[config.mk]
export PLATFORM = sky130hd
export DESIGN_NAME = multiload_loader
export DESIGN_NICKNAME = d
export VERILOG_FILES = /design/src/rtl/ml_pkg.sv /design/src/rtl/ml_sum8.sv /design/src/rtl/ml_addr_gen.sv /design/src/rtl/multiload_loader.sv
export SDC_FILE = /design/constraint.sdc
export NUM_CORES = 1
export LEC_CHECK = 0
export BUFFER_PORTS_ARGS = -buffer_cell sky130_fd_sc_hd__buf_4
export CAP_MARGIN = 0
export CORE_UTILIZATION = 35
export CTS_CLUSTER_DIAMETER = 80
export CTS_CLUSTER_SIZE = 16
export DETAILED_ROUTE_END_ITERATION = 6
export GPL_ROUTABILITY_DRIVEN = 1
export GPL_TIMING_DRIVEN = 0
export PLACE_DENSITY_LB_ADDON = 0.3
export SLEW_MARGIN = 20
export SYNTH_ARGS = -nofsm -noshare
export SYNTH_HDL_FRONTEND = slang
export SYNTH_SLANG_ARGS = --single-unit
[constraint.sdc]
create_clock -name clk_i -period 10.7 [get_ports clk_i]
set_clock_uncertainty 0.2 [all_clocks]
set_input_delay 0.535 -clock clk_i [delete_from_list [all_inputs] [get_ports clk_i]]
set_output_delay 0.535 -clock clk_i [all_outputs]
set_load 0.005 [all_outputs]
[src/rtl/ml_pkg.sv]
package ml_pkg;
  localparam int unsigned IMG_BYTES  = 8448;
  localparam int unsigned DATA_BYTES = 8192;
  localparam int unsigned NUM_OFF    = 5;
  localparam int unsigned DESC_OFF   = 16;
  localparam int unsigned PSUM_OFF   = 64;
  localparam int unsigned HDR_CHK_N  = 8;
  localparam logic [7:0]  CHK_TARGET = 8'h55;
  localparam logic [12:0] HOT_ADDR   = 13'h1850;
  localparam logic [1:0]  ROM_BANK   = 2'd3;
  localparam logic [7:0]  ZP_A0      = 8'hFE;
  localparam logic [7:0]  ZP_A1      = 8'hFF;
  localparam logic [7:0]  ZP_A2      = 8'h80;

  typedef enum logic [2:0] {
    S_IDLE, S_SCAN, S_HDR, S_PDESC, S_PSUM, S_PCOPY, S_WB
  } ml_state_e;
endpackage

[src/rtl/ml_sum8.sv]
module ml_sum8 (
  input  logic       clk_i,
  input  logic       rst_ni,
  input  logic       en_i,
  input  logic       ld_i,
  input  logic [7:0] data_i,
  output logic [7:0] nxt_o
);
  logic [7:0] acc_q;

  assign nxt_o = (ld_i ? 8'd0 : acc_q) + data_i;

  always_ff @(posedge clk_i or negedge rst_ni) begin
    if (!rst_ni)   acc_q <= '0;
    else if (en_i) acc_q <= nxt_o;
  end
endmodule

[src/rtl/ml_addr_gen.sv]
module ml_addr_gen
  import ml_pkg::*;
#(
  parameter int unsigned IMG_AW = 15
) (
  input  ml_state_e         st_i,
  input  logic [IMG_AW-1:0] base_i,
  input  logic [7:0]        cnt_i,
  input  logic [7:0]        pg_i,
  output logic [IMG_AW-1:0] addr_o
);
  localparam int unsigned OFF_W = 17;
  localparam logic [OFF_W-1:0] HDR_BASE = OFF_W'(DATA_BYTES);

  logic [OFF_W-1:0] off;

  always_comb begin
    unique case (st_i)
      S_SCAN:  off = HDR_BASE + OFF_W'(NUM_OFF);
      S_HDR:   off = HDR_BASE + OFF_W'(cnt_i);
      S_PDESC: off = HDR_BASE + OFF_W'(DESC_OFF) + OFF_W'(pg_i);
      S_PSUM:  off = HDR_BASE + OFF_W'(PSUM_OFF) + OFF_W'(pg_i);
      S_PCOPY: off = OFF_W'({pg_i, cnt_i});
      default: off = '0;
    endcase
  end

  assign addr_o = base_i + IMG_AW'(off);
endmodule

[src/rtl/multiload_loader.sv]
module multiload_loader
  import ml_pkg::*;
#(
  parameter int unsigned NUM_IMAGES = 3,
  parameter int unsigned IMG_AW     = $clog2(NUM_IMAGES * IMG_BYTES)
) (
  input  logic              clk_i,
  input  logic              rst_ni,
  input  logic              cpu_rd_i,
  input  logic [12:0]       cpu_addr_i,
  input  logic              upper_rom_i,
  input  logic [7:0]        load_num_i,
  output logic [IMG_AW-1:0] img_addr_o,
  input  logic [7:0]        img_data_i,
  output logic              cart_we_o,
  output logic [12:0]       cart_addr_o,
  output logic [7:0]        cart_data_o,
  output logic              zp_we_o,
  output logic [7:0]        zp_addr_o,
  output logic [7:0]        zp_data_o,
  output logic              busy_o,
  output logic              done_o,
  output logic              missing_o,
  output logic              bad_hdr_o,
  output logic              bad_page_o,
  output logic [7:0]        bad_page_idx_o
);
  localparam int unsigned IDX_W = (NUM_IMAGES > 1) ? $clog2(NUM_IMAGES) : 1;
  localparam logic [IDX_W-1:0]  LAST_IDX = IDX_W'(NUM_IMAGES - 1);
  localparam logic [IMG_AW-1:0] IMG_STEP = IMG_AW'(IMG_BYTES);

  ml_state_e         st_q;
  logic [IMG_AW-1:0] base_q;
  logic [IDX_W-1:0]  idx_q;
  logic [7:0]        cnt_q, pg_q, npg_q, num_q;
  logic [4:0]        desc_q;
  logic [7:0]        b0_q, b1_q, b2_q;
  logic              done_q, miss_q, bhdr_q, bpg_q;
  logic [7:0]        bidx_q;

  logic       trig, sum_en, sum_ld, sum_ok;
  logic [7:0] sum_nxt;

  assign trig   = cpu_rd_i && (cpu_addr_i == HOT_ADDR) && upper_rom_i;
  assign sum_en = st_q inside {S_HDR, S_PDESC, S_PSUM, S_PCOPY};
  assign sum_ld = (st_q == S_PDESC) || (st_q == S_HDR && cnt_q == 8'd0);
  assign sum_ok = (sum_nxt == CHK_TARGET);

  ml_sum8 u_sum (
    .clk_i  (clk_i),
    .rst_ni (rst_ni),
    .en_i   (sum_en),
    .ld_i   (sum_ld),
    .data_i (img_data_i),
    .nxt_o  (sum_nxt)
  );

  ml_addr_gen #(.IMG_AW(IMG_AW)) u_addr (
    .st_i   (st_q),
    .base_i (base_q),
    .cnt_i  (cnt_q),
    .pg_i   (pg_q),
    .addr_o (img_addr_o)
  );

  always_ff @(posedge clk_i or negedge rst_ni) begin
    if (!rst_ni) begin
      st_q   <= S_IDLE;
      base_q <= '0;
      idx_q  <= '0;
      cnt_q  <= '0;
      pg_q   <= '0;
      npg_q  <= '0;
      num_q  <= '0;
      desc_q <= '0;
      b0_q   <= '0;
      b1_q   <= '0;
      b2_q   <= '0;
      done_q <= 1'b0;
      miss_q <= 1'b0;
      bhdr_q <= 1'b0;
      bpg_q  <= 1'b0;
      bidx_q <= '0;
    end else begin
      unique case (st_q)
        S_IDLE: if (trig) begin
          st_q   <= S_SCAN;
          num_q  <= load_num_i;
          base_q <= '0;
          idx_q  <= '0;
          done_q <= 1'b0;
          miss_q <= 1'b0;
          bhdr_q <= 1'b0;
          bpg_q  <= 1'b0;
          bidx_q <= '0;
        end
        S_SCAN: begin
          if (img_data_i == num_q) begin
            st_q  <= S_HDR;
            cnt_q <= '0;
          end else if (idx_q == LAST_IDX) begin
            st_q   <= S_IDLE;
            miss_q <= 1'b1;
            done_q <= 1'b1;
          end else begin
            idx_q  <= idx_q + 1'b1;
            base_q <= base_q + IMG_STEP;
          end
        end
        S_HDR: begin
          unique case (cnt_q)
            8'd0:    b0_q  <= img_data_i;
            8'd1:    b1_q  <= img_data_i;
            8'd2:    b2_q  <= img_data_i;
            8'd3:    npg_q <= img_data_i;
            default: ;
          endcase
          cnt_q <= cnt_q + 1'b1;
          if (cnt_q == 8'(HDR_CHK_N - 1)) begin
            bhdr_q <= !sum_ok;
            cnt_q  <= '0;
            pg_q   <= '0;
            st_q   <= (npg_q == 8'd0) ? S_WB : S_PDESC;
          end
        end
        S_PDESC: begin
          desc_q <= img_data_i[4:0];
          st_q   <= S_PSUM;
        end
        S_PSUM: begin
          cnt_q <= '0;
          st_q  <= S_PCOPY;
        end
        S_PCOPY: begin
          cnt_q <= cnt_q + 1'b1;
          if (cnt_q == 8'hFF) begin
            if (!sum_ok && !bpg_q) begin
              bpg_q  <= 1'b1;
              bidx_q <= pg_q;
            end
            pg_q <= pg_q + 1'b1;
            st_q <= (pg_q + 8'd1 == npg_q) ? S_WB : S_PDESC;
          end
        end
        S_WB: begin
          cnt_q <= cnt_q + 1'b1;
          if (cnt_q == 8'd2) begin
            st_q   <= S_IDLE;
            done_q <= 1'b1;
          end
        end
        default: st_q <= S_IDLE;
      endcase
    end
  end

  assign cart_we_o   = (st_q == S_PCOPY) && (desc_q[1:0] != ROM_BANK);
  assign cart_addr_o = {desc_q[1:0], desc_q[4:2], cnt_q};
  assign cart_data_o = img_data_i;

  assign zp_we_o = (st_q == S_WB);
  always_comb begin
    unique case (cnt_q[1:0])
      2'd0:    begin zp_addr_o = ZP_A0; zp_data_o = b0_q; end
      2'd1:    begin zp_addr_o = ZP_A1; zp_data_o = b1_q; end
      default: begin zp_addr_o = ZP_A2; zp_data_o = b2_q; end
    endcase
  end

  assign busy_o         = (st_q != S_IDLE);
  assign done_o         = done_q;
  assign missing_o      = miss_q;
  assign bad_hdr_o      = bhdr_q;
  assign bad_page_o     = bpg_q;
  assign bad_page_idx_o = bidx_q;
endmodule

==> flow_metrics.py <==
metrics = {
    "critical_path": {
        "slowest_delay_ns": 0.72,
        "critical-path-slowest-cell": "o41ai_4",
        "path_max_fanout": 10,
        "crit_cells": 15,
        "r2r-end": "bad_page_idx_o[4]",
        "crit_path_end": "bad_page_idx_o[4]",
        "critPathTopFamily": "simple AND/OR/NAND/NOR gates",
        "crit_type": "register to register",
        "r2r_start": "cnt_q[0]",
        "reg2reg_slack_ns": 4.93,
        "required_ns": 10.74,
        "cp.arrival_ns": 5.81,
        "cp-end-kind": "register",
        "r2r_cells": 15,
        "crit_chain": "inv_1 > ha_1 > clkbuf_1 > nand4b_1 > clkbuf_1 > and3_1 > ha_1 > fa_1 > a211oi_1 > nor2_2 > xnor2_1 > or4b_1 > or3_4 > o41ai_4 > mux2_2",
        "crit_buf_inv": 3,
        "startpoint_type": "register",
        "crit_start": "cnt_q[0]",
    },
    "clocking": {
        "post_cts.repair.setup_buffers": 0,
        "cts_made_buffers": 9,
        "clock-sinks": 93,
        "clockBufferDepth": 2,
        "cts_tree": "done",
        "htree_levels": 3,
        "cts-resized-gates": 0,
        "cts-root-buf": "clkbuf_16",
        "hold_buffers": 0,
        "path_clk_slew_ns": 0.07,
        "clock_latency_ns": 0.36,
    },
    "finish": {
        "final_common_cell": "buf_4",
        "final-seq-area_um2": 2330,
        "mostFrequentLayoutCells": "buf_4, dfrtp_1, nand2_1",
        "synthToLayoutAreaGrowth_pct": 23.8,
        "multi_input_area_um2": 2910,
        "nNetsFinal": 729,
        "drive_gt1_share_pct": 26.8,
        "fin_util_pct": 44.6,
        "fillers": 1491,
        "diodes": 0,
    },
    "place": {
        "hpwl_um": 11000,
        "io_buffers": 98,
        "gp_congestion": 0.879,
    },
    "logic_synthesis": {
        "ys.flop_type": "dfrtp_1",
        "syn_nets": 620,
        "synth_top_area_share_pct": 42.3,
        "syn_inst": 564,
        "syn_avg_cell_area_um2": 9.74,
        "synthTopCellsByArea": "dfrtp_1, mux2_2, ha_1, xnor2_1, nand2_1",
        "synth_edf_count": 0,
        "ys_seq_elements": 93,
        "synth.distinct_cells": 55,
        "ys_seq_area_share_pct": 42.3,
        "yosysWarningCount": 0,
        "synth-async-reset-ratio_pct": 100,
        "synth_area_um2": 5500,
        "netlist.top_cell.by_area": "dfrtp_1",
    },
    "worst_hold_path": {
        "worstHoldPathType": "input port to async pin",
    },
    "grt": {
        "grtUsageTotal_pct": 19.3,
        "grt_pass1_vias": 4658,
        "antenna_found_initial": 0,
        "grt_pass1_wl_um": 24000,
        "grt_max_degree": 94,
        "gr-total-overflow": 0,
    },
    "floorplan": {
        "die_area_um2": 16200,
        "start_util_pct": 36.0,
        "fp.dieW_um": 127,
        "core_area_um2": 15300,
        "num_rows": 45,
        "die_h_um": 127,
        "io_pins": 100,
    },
    "sta": {
        "relSlewSlack_pct": 34.1,
        "rsz0062_at_grt": "no",
        "setup_tns_ns": 0,
        "clock.fmax_mhz": 173,
        "fin_crit_ns": 5.77,
        "worst_slew_pin_slew_ns": 0.964,
        "timing.final.crit_share_pct": 53.9,
        "hold_violations": 0,
        "final_max_slew_viol_count": 0,
        "setup_viol": 0,
    },
    "job": {
        "drv_cap": 0,
    },
    "power": {
        "irDropWorstVdd_mv": 0.101,
        "leakagePower_nw": 3.02,
        "power_uw": 758,
        "cellPowerDensity_nw_per_um2": 111,
    },
    "outcome": {
        "status": "finished clean",
    },
    "routing": {
        "route.detailed.drc": 0,
        "wl_um": 15000,
        "post_drt_wl_per_cell_um": 16.9,
        "drtIter0Drc": 328,
        "routed-via-count": 4683,
        "ant_nets": 0,
        "drt_pass1_iterations": 5,
        "vias_per_cell": 5.27,
    },
}
metrics by stage:
stage                     instances  area [µm²]  setup WS [ns]  hold slack, ns
final                           889        6800           4.93          0.0263
after global routing            889        6800           4.56           0.115
after CTS                       889        6800           4.92           0.101
after detailed placement        873        6500           4.95           0.261
after global placement          873        6490           5.03           0.245
after floorplan                 564        5500           5.87          0.0394
state kept, by name, indices dropped and copies added, names as in the netlist, 7 cells and up:
register and count:
cnt_q 8, b1_q 8, pg_q 8, u_sum.acc_q 8, b2_q 8, base_q 7
npg_q 8, b0_q 8, num_q 8, bad_page_idx_o 8
logic make-up after synthesis:
family | after synthesis | share of synthesized area, %
AOI/OAI and AO/OA | 108 | 12.5
muxes | 64 | 12.8
DFF | 93 | 42.3
buffers and inverters | 56 | 4.78
xor gates and xnor gates | 39 | 6.22
and+or+nand+nor | 180 | 15.9
other | 1 | 0.0682
adders and majority gates | 23 | 5.37
power by group:
part / internal (mW) / leakage, nW / switching, mW
clock: 0.186 / 0.150 / 0.152
sequential: 0.359 / 1.13 / 0.00500
combinational: 0.0283 / 1.74 / 0.0272
total: 0.573 / 3.02 / 0.185
layer usage:
| layer | up-vias | track usage (%) | part of all wire [%] |
|---|---|---|---|
| met5 | - | 0 | 0 |
| met4 | 0 | 6.23 | 1.6 |
| met3 | 22 | 4.61 | 5.7 |
| met2 | 163 | 31.6 | 47 |
| met1 | 2287 | 25.0 | 45 |
| li1 | 2211 | - | - |
synthesized netlist by cell type, types with 6 or more instances:
cell and n:
dfrtp_1 93, nand2_1 62, mux2_2 51, nor2_1 39, o21ai_0 39, xnor2_1 27
clkbuf_1 24, a21oi_1 22, ha_1 22, inv_1 16, and3_1 15, buf_4 14
mux2i_1 13, nand3_1 13, xor2_1 12, nor2b_1 9, a22oi_1 8, nand4_1 8
nor3_1 7, o22ai_1 6
area by class of cell:
cell class              count  share of cell area (%)
multi-input cells         415                    42.7
inverters                  16                   0.883
clock inverters             6                    1.12
clock buffers              10                    3.37
repair buffers             98                    10.9
plain buffers              40                    2.98
flip-flops and latches     93                    34.2
well taps                 211                    3.88
worst min path at each step:
stage                     cells past startpoint  slack, ns             end            from
final                                         1       0.03      base_q[10]          rst_ni
after CTS                                     1       0.10         pg_q[5]          rst_ni
after global routing                          1       0.12      base_q[10]          rst_ni
after floorplan                               0       0.04         b0_q[0]          rst_ni
after detailed placement                      2       0.26  u_sum.acc_q[1]  u_sum.acc_q[1]
after global placement                        2       0.24  u_sum.acc_q[0]  u_sum.acc_q[0]
(Power assumes the default switching activity.)
